[config.mk]
export PLATFORM = sky130hd
export DESIGN_NAME = memswap_seq
export DESIGN_NICKNAME = d
export VERILOG_FILES = /design/src/rtl/memswap_pkg.sv /design/src/rtl/memswap_decode.sv /design/src/rtl/memswap_agen.sv /design/src/rtl/memswap_seq.sv
export SDC_FILE = /design/constraint.sdc
export NUM_CORES = 1
export LEC_CHECK = 0
export BUFFER_PORTS_ARGS = -buffer_cell sky130_fd_sc_hd__buf_2
export CAP_MARGIN = 20
export CORE_MARGIN = 1.5
export CORE_UTILIZATION = 59
export CTS_CLUSTER_SIZE = 28
export DETAILED_ROUTE_END_ITERATION = 10
export GPL_TIMING_DRIVEN = 1
export HOLD_SLACK_MARGIN = 0.15
export PLACE_DENSITY = 0.95
export SYNTH_ARGS = -nofsm -noshare
export SYNTH_HDL_FRONTEND = slang
export SYNTH_HIERARCHICAL = 1
export SYNTH_SLANG_ARGS = --single-unit
[constraint.sdc]
create_clock -name clk -period 6.1 [get_ports clk]
set_input_delay 1.22 -clock clk [delete_from_list [all_inputs] [get_ports clk]]
set_output_delay 1.22 -clock clk [all_outputs]
set_load 0.02 [all_outputs]
[src/rtl/memswap_pkg.sv]
package memswap_pkg;
  localparam int INSTR_W = 32;
  localparam int REG_IDX_W = 5;

  typedef struct packed {
    logic [5:0] op;
    logic [4:0] rs;
    logic [4:0] rt;
    logic [4:0] rd;
    logic [4:0] shamt;
    logic [5:0] funct;
  } rfmt_t;

  typedef enum logic [2:0] {
    S_IDLE, S_OPER, S_RD_A, S_RD_B, S_WR_A, S_WR_B, S_DONE
  } seq_state_t;
endpackage

[src/rtl/memswap_decode.sv]
module memswap_decode
  import memswap_pkg::*;
#(
  parameter logic [5:0] SWAP_FUNCT = 6'h2C
) (
  input  logic [INSTR_W-1:0]   instr,
  output logic                 is_swap,
  output logic [REG_IDX_W-1:0] off_a_idx,
  output logic [REG_IDX_W-1:0] off_b_idx,
  output logic [REG_IDX_W-1:0] base_idx
);
  rfmt_t f;
  always_comb begin
    f         = rfmt_t'(instr);
    is_swap   = (f.op == 6'd0) && (f.shamt == 5'd0) && (f.funct == SWAP_FUNCT);
    off_a_idx = f.rs;
    off_b_idx = f.rt;
    base_idx  = f.rd;
  end
endmodule

[src/rtl/memswap_agen.sv]
module memswap_agen #(
  parameter int ADDR_W     = 32,
  parameter int ALIGN_BITS = 2
) (
  input  logic [ADDR_W-1:0] offset,
  input  logic [ADDR_W-1:0] base,
  output logic [ADDR_W-1:0] addr,
  output logic              misaligned
);
  always_comb begin
    addr       = offset + base;
    misaligned = |addr[ALIGN_BITS-1:0];
  end
endmodule

[src/rtl/memswap_seq.sv]
module memswap_seq
  import memswap_pkg::*;
#(
  parameter int         ADDR_W     = 32,
  parameter int         DATA_W     = 32,
  parameter logic [5:0] SWAP_FUNCT = 6'h2C
) (
  input  logic                 clk,
  input  logic                 rst,
  input  logic                 instr_valid,
  input  logic [INSTR_W-1:0]   instr_word,
  output logic                 busy,
  output logic                 done,
  output logic                 err,
  output logic [REG_IDX_W-1:0] rf_raddr_a,
  output logic [REG_IDX_W-1:0] rf_raddr_b,
  output logic [REG_IDX_W-1:0] rf_raddr_c,
  input  logic [ADDR_W-1:0]    rf_rdata_a,
  input  logic [ADDR_W-1:0]    rf_rdata_b,
  input  logic [ADDR_W-1:0]    rf_rdata_c,
  output logic                 mem_req,
  output logic                 mem_we,
  output logic [ADDR_W-1:0]    mem_addr,
  output logic [DATA_W-1:0]    mem_wdata,
  input  logic [DATA_W-1:0]    mem_rdata,
  input  logic                 mem_ready,
  output logic                 mem_lock
);
  localparam int ALIGN_BITS = $clog2(DATA_W / 8);
  localparam int NUM_ADDR   = 2;

  seq_state_t state;
  logic [REG_IDX_W-1:0] idx_a, idx_b, idx_c;
  logic [REG_IDX_W-1:0] dec_a, dec_b, dec_c;
  logic                 dec_ok;
  logic [ADDR_W-1:0]    addr_q   [NUM_ADDR];
  logic [ADDR_W-1:0]    addr_nx  [NUM_ADDR];
  logic [ADDR_W-1:0]    off_v    [NUM_ADDR];
  logic [NUM_ADDR-1:0]  mis_v;
  logic [DATA_W-1:0]    tmp_a, tmp_b;
  logic                 err_q, lock_q;

  memswap_decode #(.SWAP_FUNCT(SWAP_FUNCT)) u_dec (
    .instr(instr_word), .is_swap(dec_ok),
    .off_a_idx(dec_a), .off_b_idx(dec_b), .base_idx(dec_c)
  );

  assign off_v[0] = rf_rdata_a;
  assign off_v[1] = rf_rdata_b;

  for (genvar g = 0; g < NUM_ADDR; g++) begin : g_agen
    memswap_agen #(.ADDR_W(ADDR_W), .ALIGN_BITS(ALIGN_BITS)) u_agen (
      .offset(off_v[g]), .base(rf_rdata_c),
      .addr(addr_nx[g]), .misaligned(mis_v[g])
    );
  end

  always_ff @(posedge clk) begin
    if (rst) begin
      state  <= S_IDLE;
      idx_a  <= '0;
      idx_b  <= '0;
      idx_c  <= '0;
      tmp_a  <= '0;
      tmp_b  <= '0;
      err_q  <= 1'b0;
      lock_q <= 1'b0;
      for (int i = 0; i < NUM_ADDR; i++) addr_q[i] <= '0;
    end else begin
      unique case (state)
        S_IDLE: if (instr_valid) begin
          err_q <= 1'b0;
          idx_a <= dec_a;
          idx_b <= dec_b;
          idx_c <= dec_c;
          if (dec_ok) state <= S_OPER;
          else begin
            err_q <= 1'b1;
            state <= S_DONE;
          end
        end
        S_OPER: begin
          for (int i = 0; i < NUM_ADDR; i++) addr_q[i] <= addr_nx[i];
          if (|mis_v) begin
            err_q <= 1'b1;
            state <= S_DONE;
          end else begin
            lock_q <= 1'b1;
            state  <= S_RD_A;
          end
        end
        S_RD_A: if (mem_ready) begin
          tmp_a <= mem_rdata;
          state <= S_RD_B;
        end
        S_RD_B: if (mem_ready) begin
          tmp_b <= mem_rdata;
          state <= S_WR_A;
        end
        S_WR_A: if (mem_ready) state <= S_WR_B;
        S_WR_B: if (mem_ready) begin
          lock_q <= 1'b0;
          state  <= S_DONE;
        end
        S_DONE: state <= S_IDLE;
        default: state <= S_IDLE;
      endcase
    end
  end

  always_comb begin
    busy       = (state != S_IDLE);
    done       = (state == S_DONE);
    err        = err_q;
    rf_raddr_a = idx_a;
    rf_raddr_b = idx_b;
    rf_raddr_c = idx_c;
    mem_req    = (state == S_RD_A) || (state == S_RD_B) ||
                 (state == S_WR_A) || (state == S_WR_B);
    mem_we     = (state == S_WR_A) || (state == S_WR_B);
    mem_addr   = ((state == S_RD_A) || (state == S_WR_A)) ? addr_q[0] : addr_q[1];
    mem_wdata  = (state == S_WR_A) ? tmp_b : tmp_a;
    mem_lock   = lock_q;
  end
endmodule

==> results.yml, run 1 <==
clocking:
  clock_latency_ns: 0.42
  cts_max_level: 4
  clockBufferDepth: 2
  path_clk_slew_ns: 0.06
  cts_root_buffer: "clkbuf_16"
  cts_buffers: 17
  holdBufCountCts: 0
  cts_resized: 0
  cts_tree: "done"
  cts_setup_buffers: 0
  cts.sinks: 148
power:
  p_int_mw: 2.265
  p_total_mw: 3.423
  power_frac_comb_pct: 34.4
  swShare_pct: 33.82
  power.density_mw_per_mm2: 293.0
  vdd_drop_max_uv: 203.0
  clkPwrFrac_pct: 30.6
  p_leak_nw: 5.150
  p_seq_share_pct: 35.0
  switching_power_mw: 1.158
synthesis:
  async_flop_share_pct: 0
  synth_compound_area_share_pct: 18.25
  ys_seq_elements: 148
  yosys_warnings: 6
  synthFlopType: "dfxtp_1"
  synth_edf_count: 64
  synthCells: 1098
  synthMuxAreaShare_pct: 7.460
  synthDistinctLibCells: 93
  synth_area_per_cell_um2: 9.043
  ys_seq_area_share_pct: 36.29
  synth_top_family_by_area: "simple AND/OR/NAND/NOR gates"
  syn_area_mm2: 0.009930
  synth_fp_nets: 1326
  synth_xor_area_share_pct: 5.204
  synth-simple-area-share_pct: 19.43
  synthAdderAreaFrac_pct: 8.216
sta:
  hold_viol: 0
  drv_slew: 0
  rsz0062_at_grt: "false"
  skew_ns: 0.005288
  worst_pin_slew_ns: 1.040
  setup_viol: 0
  fin_crit_sh_pct: 61.09
  layout_min_cycle_time_ns: 3.727
  fmax_mhz: 268.3
  slew_headroom_pct: 30.49
  tns_ns: 0
worst_hold_path:
  hold_depth: 2
  worstHoldPathType: "reg -> reg"
  holdPathEnd: "tmp_a[23]$_SDFFE_PP0P_"
  min_from: "tmp_a[23]$_SDFFE_PP0P_"
floorplanning:
  start_util_pct: 60.09
  ios: 249
  rows: 47
  core-area_mm2: 0.01652
  die_x_um: 132.7
  fp.dieH_um: 132.7
  die-area_mm2: 0.01762
setup_path:
  critical-path-top-delay-family: "flip-flops"
  crit_chain: "xnor2_1 > nor2_2 > buf_4 > mux2_2 > buf_2"
  cpMaxStageDelayCell: "dfxtp_1"
  r2r_cells: 3
  crit_arrival_ns: 2.51
  path_max_fanout: 32
  cpPeakStageDelay_ns: 0.71
  endpoint_kind: "output port"
  r2r_end: "addr_q[0][57]$_SDFFCE_PN0P_"
  critPathRequiredTime_ns: 4.88
  start_kind: "flop"
  r2r-start: "state[0]$_SDFFE_PP0P_"
  rrSetupSlack_ns: 3.39
  crit_buf_inv: 2
  crit_path_start: "state[2]$_SDFFE_PP0P_"
  worst-setup-path-type: "reg -> out"
global_routing:
  grt.overflow.total: 0
  antenna_found_initial: 0
  grt_usage_pct: 29.51
  grt_max_degree: 87
  grt_pass1_wl_mm: 41.90
  grt_pass1_vias: 8607
route:
  wl_mm: 26.27
  via_per_inst: 5.895
  ant_nets: 0
  first_iter_violations: 818
  drcViolationCount: 0
  routedWlPerCell_um: 17.21
  drt_pass1_iterations: 5
  vias: 8996
run_status:
  status: "finished, final reports clean"
layout:
  layout.nets: 1521
  n_antenna_cell: 0
  area_growth_pct: 17.63
  n_fill_cell: 1242
  layout_common_cells: "buf_2 (248), nand2_1 (195), a21oi_1 (136)"
  drive_above_1_share_pct: 29.33
  final_common_cell: "buf_2"
place:
  io_buffers: 248
  dp_hpwl_mm: 19.23
  routabilityCongestion: 0.9657
flow_run:
  cap_violations: 0
how the worst max path moves through the flow:
stage,endpoint,slack (ns),depth (start not counted)
2_1_floorplan,addr_q[0][0]$_SDFFCE_PN0P_,2.34,3
3_3_place_gp,addr_q[0][63]$_SDFFCE_PN0P_,2.27,10
3_5_place_dp,addr_q[0][50]$_SDFFCE_PN0P_,2.17,11
4_1_cts,mem_addr[17],2.37,5
5_1_grt,mem_addr[17],2.23,5
6_report,mem_addr[17],2.37,5
per-layer routing:
metal / track usage [%] / share of wire [%] / up-vias
met5: 0 / 0 / -
met4: 11.23 / 2.8 / 0
met3: 5.249 / 7.7 / 70
met2: 50.44 / 49 / 446
met1: 37.33 / 41 / 4174
li1: - / - / 4306
logic make-up after synthesis:
logic type | after synthesis
compound gates | 275
xor+xnor | 59
fa+ha+maj | 64
buf+inv | 97
flops | 148
mux | 66
simple gates | 389
per-stage QoR:
step                      setup slack [ns]  cell area [um^2]  instances  util, %  hold slack, ns
after detailed placement             2.166             11080       1494    67.03          0.4433
after floorplan                      2.339              9930       1098        -          0.4322
after CTS                            2.369             11680       1526    70.68          0.4517
final                                2.373             11680       1526    70.68          0.4507
after global routing                 2.231             11680       1526    70.68          0.4674
after global placement               2.266             11080       1494    67.03          0.4378
sequential cells by signal, summed over array words and instances, names as in the netlist:
signal,count
tmp_b,32
rf_raddr_b,5
tmp_a,32
rf_raddr_a,5
mem_lock,1
rf_raddr_c,5
state,3
err,1
addr_q,64
synthesized netlist by cell type, drive strengths merged (4+ instances only):
library cell / count / area [um^2]
a311oi: 5 / 56.31
and3: 8 / 51.30
nand4: 17 / 106.4
dfxtp: 84 / 1682
and2: 66 / 412.9
inv: 17 / 63.81
mux2: 64 / 720.7
edfxtp: 64 / 1922
o21a: 5 / 37.54
o211ai: 5 / 56.30
nor3b: 4 / 30.03
xor2: 27 / 236.5
nor2: 37 / 153.9
xnor2: 32 / 280.3
o21ai: 29 / 156.4
ha: 62 / 775.7
nor2b: 5 / 38.78
or2: 6 / 37.54
nor4: 5 / 43.79
buf: 46 / 311.5
o21bai: 8 / 71.32
a21o: 32 / 240.2
a31o: 4 / 35.04
a211oi: 7 / 57.55
clkbuf: 34 / 136.4
nor3: 9 / 45.04
a21oi: 136 / 680.7
nand2: 195 / 732.0
a31oi: 8 / 65.06
nand3: 16 / 80.08
nand2b: 5 / 31.28
power by group through the flow:
| stage | sequential [mW] | clock, mW | combinational [mW] |
|---|---|---|---|
| 2_1_floorplan | 1.21 | 0 | 0.857 |
| 3_3_place_gp | 1.21 | 0 | 1.14 |
| 3_5_place_dp | 1.22 | 0 | 1.16 |
| 4_1_cts | 1.20 | 1.06 | 1.17 |
| 5_1_grt | 1.21 | 1.10 | 1.26 |
| 6_report | 1.20 | 1.05 | 1.18 |
worst min-delay path, stage by stage (launching register included):
cell,delay (ns)
dfxtp_1,0.30
nand2_1,0.05
a21oi_1,0.05
area by class of cell:
cell class / instances / area (um^2) / share of cell area (%)
Sequential cell: 148 / 3603 / 30.85
Tap cell: 220 / 275.3 / 2.357
Inverter: 17 / 63.81 / 0.5463
Clock buffer: 26 / 541.8 / 4.638
Multi-Input combinational cell: 853 / 5832 / 49.93
Timing Repair Buffer: 256 / 1301 / 11.14
Clock inverter: 6 / 62.56 / 0.5356
(Power assumes the default switching activity.)
==> run 2: changes to the inputs <==
--- a/config.mk
+++ b/config.mk
@@ -5,15 +5,16 @@
 export SDC_FILE = /design/constraint.sdc
 export NUM_CORES = 1
 export LEC_CHECK = 0
+export ABC_AREA = 1
 export BUFFER_PORTS_ARGS = -buffer_cell sky130_fd_sc_hd__buf_2
 export CAP_MARGIN = 20
 export CORE_MARGIN = 1.5
-export CORE_UTILIZATION = 59
+export CORE_UTILIZATION = 51
 export CTS_CLUSTER_SIZE = 28
 export DETAILED_ROUTE_END_ITERATION = 10
 export GPL_TIMING_DRIVEN = 1
 export HOLD_SLACK_MARGIN = 0.15
-export PLACE_DENSITY = 0.95
+export PLACE_DENSITY = 0.87
 export SYNTH_ARGS = -nofsm -noshare
 export SYNTH_HDL_FRONTEND = slang
 export SYNTH_HIERARCHICAL = 1
==> constraint.sdc (replaced) <==
create_clock -name clk -period 3.22 [get_ports clk]
set_input_delay 0.644 -clock clk [delete_from_list [all_inputs] [get_ports clk]]
set_output_delay 0.644 -clock clk [all_outputs]
set_load 0.02 [all_outputs]
==> run 2 against run 1 <==
The flow now finishes with violations (design-rule violations). Count of clock-buffer cells in the layout shrank 8. Routed wire length is 22% higher. Clock power rose by 92%. Largest power group is now combinational cells. Synthesized cell count up 64%. Design area rose by 14%. Via count is 28% higher. Area after synthesis grew 16%. Cell count is 52% higher.
==> results.yml, run 2 <==
run_status:
  status: "finished with violations"
  violations: "design-rule violations"
clocking:
  holdBufCountCts: 0
  cts_tree: "done"
  cts.sinks: 148
  clockBufferDepth: 2
  path_clk_slew_ns: 0.06
  cts_buffers: 17
  cts_resized: 0
  cts_root_buffer: "clkbuf_16"
  clock_latency_ns: 0.43
  cts_setup_buffers: 0
  cts_max_level: 4
setup_path:
  start_kind: "flop"
  endpoint_kind: "output port"
  r2r-start: "state[1]$_SDFFE_PP0P_"
  crit_path_start: "state[1]$_SDFFE_PP0P_"
  worst-setup-path-type: "reg -> out"
  critPathRequiredTime_ns: 2.58
  path_max_fanout: 32
  r2r_cells: 5
  crit_arrival_ns: 2.22
  endpoint: "mem_addr[24]"
  r2r_end: "tmp_b[19]$_SDFFE_PP0P_"
  rrSetupSlack_ns: 1.34
synthesis:
  yosys_warnings: 6
  syn_area_mm2: 0.01151
  async_flop_share_pct: 0
  synth_area_per_cell_um2: 6.373
  synth_edf_count: 64
  ys_seq_area_share_pct: 31.31
  post-synth-top-count-cell: "nand2_1"
  synth_fp_nets: 2034
  synthCells: 1806
  synth_commonest_cells: "nand2_1 (611), inv_1 (332), nor2_1 (218)"
  synth_top_area_share_pct: 19.93
  synth_top_area_cell: "nand2_1"
  synthFlopType: "dfxtp_1"
  synth_area_leaders: "nand2_1 (20%), edfxtp_1 (17%), dfxtp_1 (15%), inv_1 (11%), nor2_1 (7.1%)"
  synthDistinctLibCells: 38
  ys_seq_elements: 148
floorplanning:
  die-area_mm2: 0.02348
  die_x_um: 153.2
  core-area_mm2: 0.02196
  start_util_pct: 52.42
  rows: 54
  fp.dieH_um: 153.2
  ios: 249
route:
  drcViolationCount: 25
  ant_nets: 0
  routedWlPerCell_um: 13.83
  wl_mm: 31.97
  first_iter_violations: 994
  drt_pass1_iterations: 8
  vias: 11510
  via_per_inst: 4.980
sta:
  rsz0062_at_grt: "false"
  drv_slew: 0
  tns_ns: 0
  slew_headroom_pct: 40.13
  layout_min_cycle_time_ns: 2.862
  hold_viol: 0
  worst_pin_slew_ns: 0.8981
  fin_crit_sh_pct: 88.90
  fmax_mhz: 349.4
  skew_ns: 0.009832
  setup_viol: 0
global_routing:
  antenna_found_initial: 0
  grt_max_degree: 67
  grt_pass1_wl_mm: 51.87
  grt_pass1_vias: 10730
  grt_usage_pct: 27.59
  grt.overflow.total: 0
place:
  io_buffers: 248
  dp_hpwl_mm: 25.20
  routabilityCongestion: 0.9695
  postPlaceCellArea_mm2: 0.01272
layout:
  n_fill_cell: 2092
  largest_register_ffs: 64
  reg_top3: "addr_q x64, tmp_a x32, tmp_b x32"
  largest-register: "addr_q"
  n_antenna_cell: 0
  layout_common_cells: "nand2_1 (610), inv_1 (332), buf_2 (248)"
  drive_above_1_share_pct: 18.60
  final_common_cell: "nand2_1"
  final_design_area_no_fill_mm2: 0.01332
  area_growth_pct: 15.73
  layout.nets: 2247
power:
  p_leak_nw: 7.624
  vdd_drop_max_uv: 412.8
  power.density_mw_per_mm2: 605.9
worst_hold_path:
  worstHoldPathType: "in -> reg"
flow_run:
  cap_violations: 0
-- run 2: cell types whose count changed after synthesis, moves of 43 or more --
cell and change:
mux2_2 -62, and2_1 -66, nand2_1 +416, nor2_1 +185, nand3_1 +53, o21ai_0 +43, inv_1 +316, a21oi_1 -75
-- run 2: critical path: stages, from the launching register on --
cell and delay, ns:
dfxtp_1 0.56, nand2_1 0.13, nand2_1 0.12, nand2_4 0.06, inv_2 0.45, nand2_1 0.11, nand2_1 0.17, buf_2 0.19
-- run 2: worst min path at each step --
stage               slack (ns)                  start  cells after the start                endpoint
global route              0.46          mem_rdata[24]                      3  tmp_a[24]$_SDFFE_PP0P_
finish                    0.45          mem_rdata[25]                      3  tmp_a[25]$_SDFFE_PP0P_
global placement          0.43  tmp_b[1]$_SDFFE_PP0P_                      2   tmp_b[1]$_SDFFE_PP0P_
floorplan                 0.42  tmp_b[0]$_SDFFE_PP0P_                      2   tmp_b[0]$_SDFFE_PP0P_
detailed placement        0.44  tmp_b[1]$_SDFFE_PP0P_                      2   tmp_b[1]$_SDFFE_PP0P_
CTS                       0.44          mem_rdata[25]                      3  tmp_a[25]$_SDFFE_PP0P_
-- run 2: logic make-up (layout without fill, tap and decap cells) --
| group | after synthesis | count (layout) | synth area share [%] |
|---|---|---|---|
| flip-flops | 148 | 148 | 31.31 |
| XOR/XNOR | 32 | 32 | 2.435 |
| AO/OA/AOI/OAI | 197 | 197 | 9.827 |
| AND/OR/NAND/NOR | 963 | 963 | 34.17 |
| adder cells (fa/ha/maj) | 64 | 64 | 7.088 |
| buffers and inverters | 402 | 628 | 15.18 |
-- run 2: power breakdown --
part | switching (mW) | internal [mW] | total (mW)
combinational | 2.46 | 1.07 | 3.53
sequential | 0.159 | 2.36 | 2.52
clock | 0.877 | 1.15 | 2.02
total | 3.50 | 4.57 | 8.07
-- run 2: metrics by stage --
| stage | hold slack, ns | total power [mW] | utilization, % | cells | setup WS, ns |
|---|---|---|---|---|---|
| finish | 0.4487 | 8.071 | 60.66 | 2312 | 0.3576 |
| global route | 0.4567 | 8.577 | 60.66 | 2312 | 0.2033 |
| CTS | 0.4371 | 8.102 | 60.66 | 2312 | 0.3109 |
| detailed placement | 0.4418 | 6.070 | 57.92 | 2280 | 0.6201 |
| global placement | 0.4344 | 6.010 | 57.92 | 2280 | 0.6260 |
| floorplan | 0.4240 | 5.087 | - | 1806 | 0.2185 |
-- run 2: final cells by class --
| class | instances | area, um^2 | area share [%] |
|---|---|---|---|
| clock buffer | 18 | 450.4 | 3.382 |
| clock inverter | 14 | 151.4 | 1.137 |
| inverter | 342 | 1291 | 9.694 |
| multi-input combinational | 1256 | 6162 | 46.26 |
| sequential | 148 | 3603 | 27.05 |
| tap | 280 | 350.3 | 2.630 |
| timing repair buffer | 254 | 1311 | 9.844 |
-- run 2: metal layers --
metal	vias to the layer above	wire length [um]	global-route usage (%)
li1	5928	-	-
met1	5118	13990	36.08
met2	432	15110	47.08
met3	36	2225	4.054
met4	0	640	8.357
met5	-	0	0
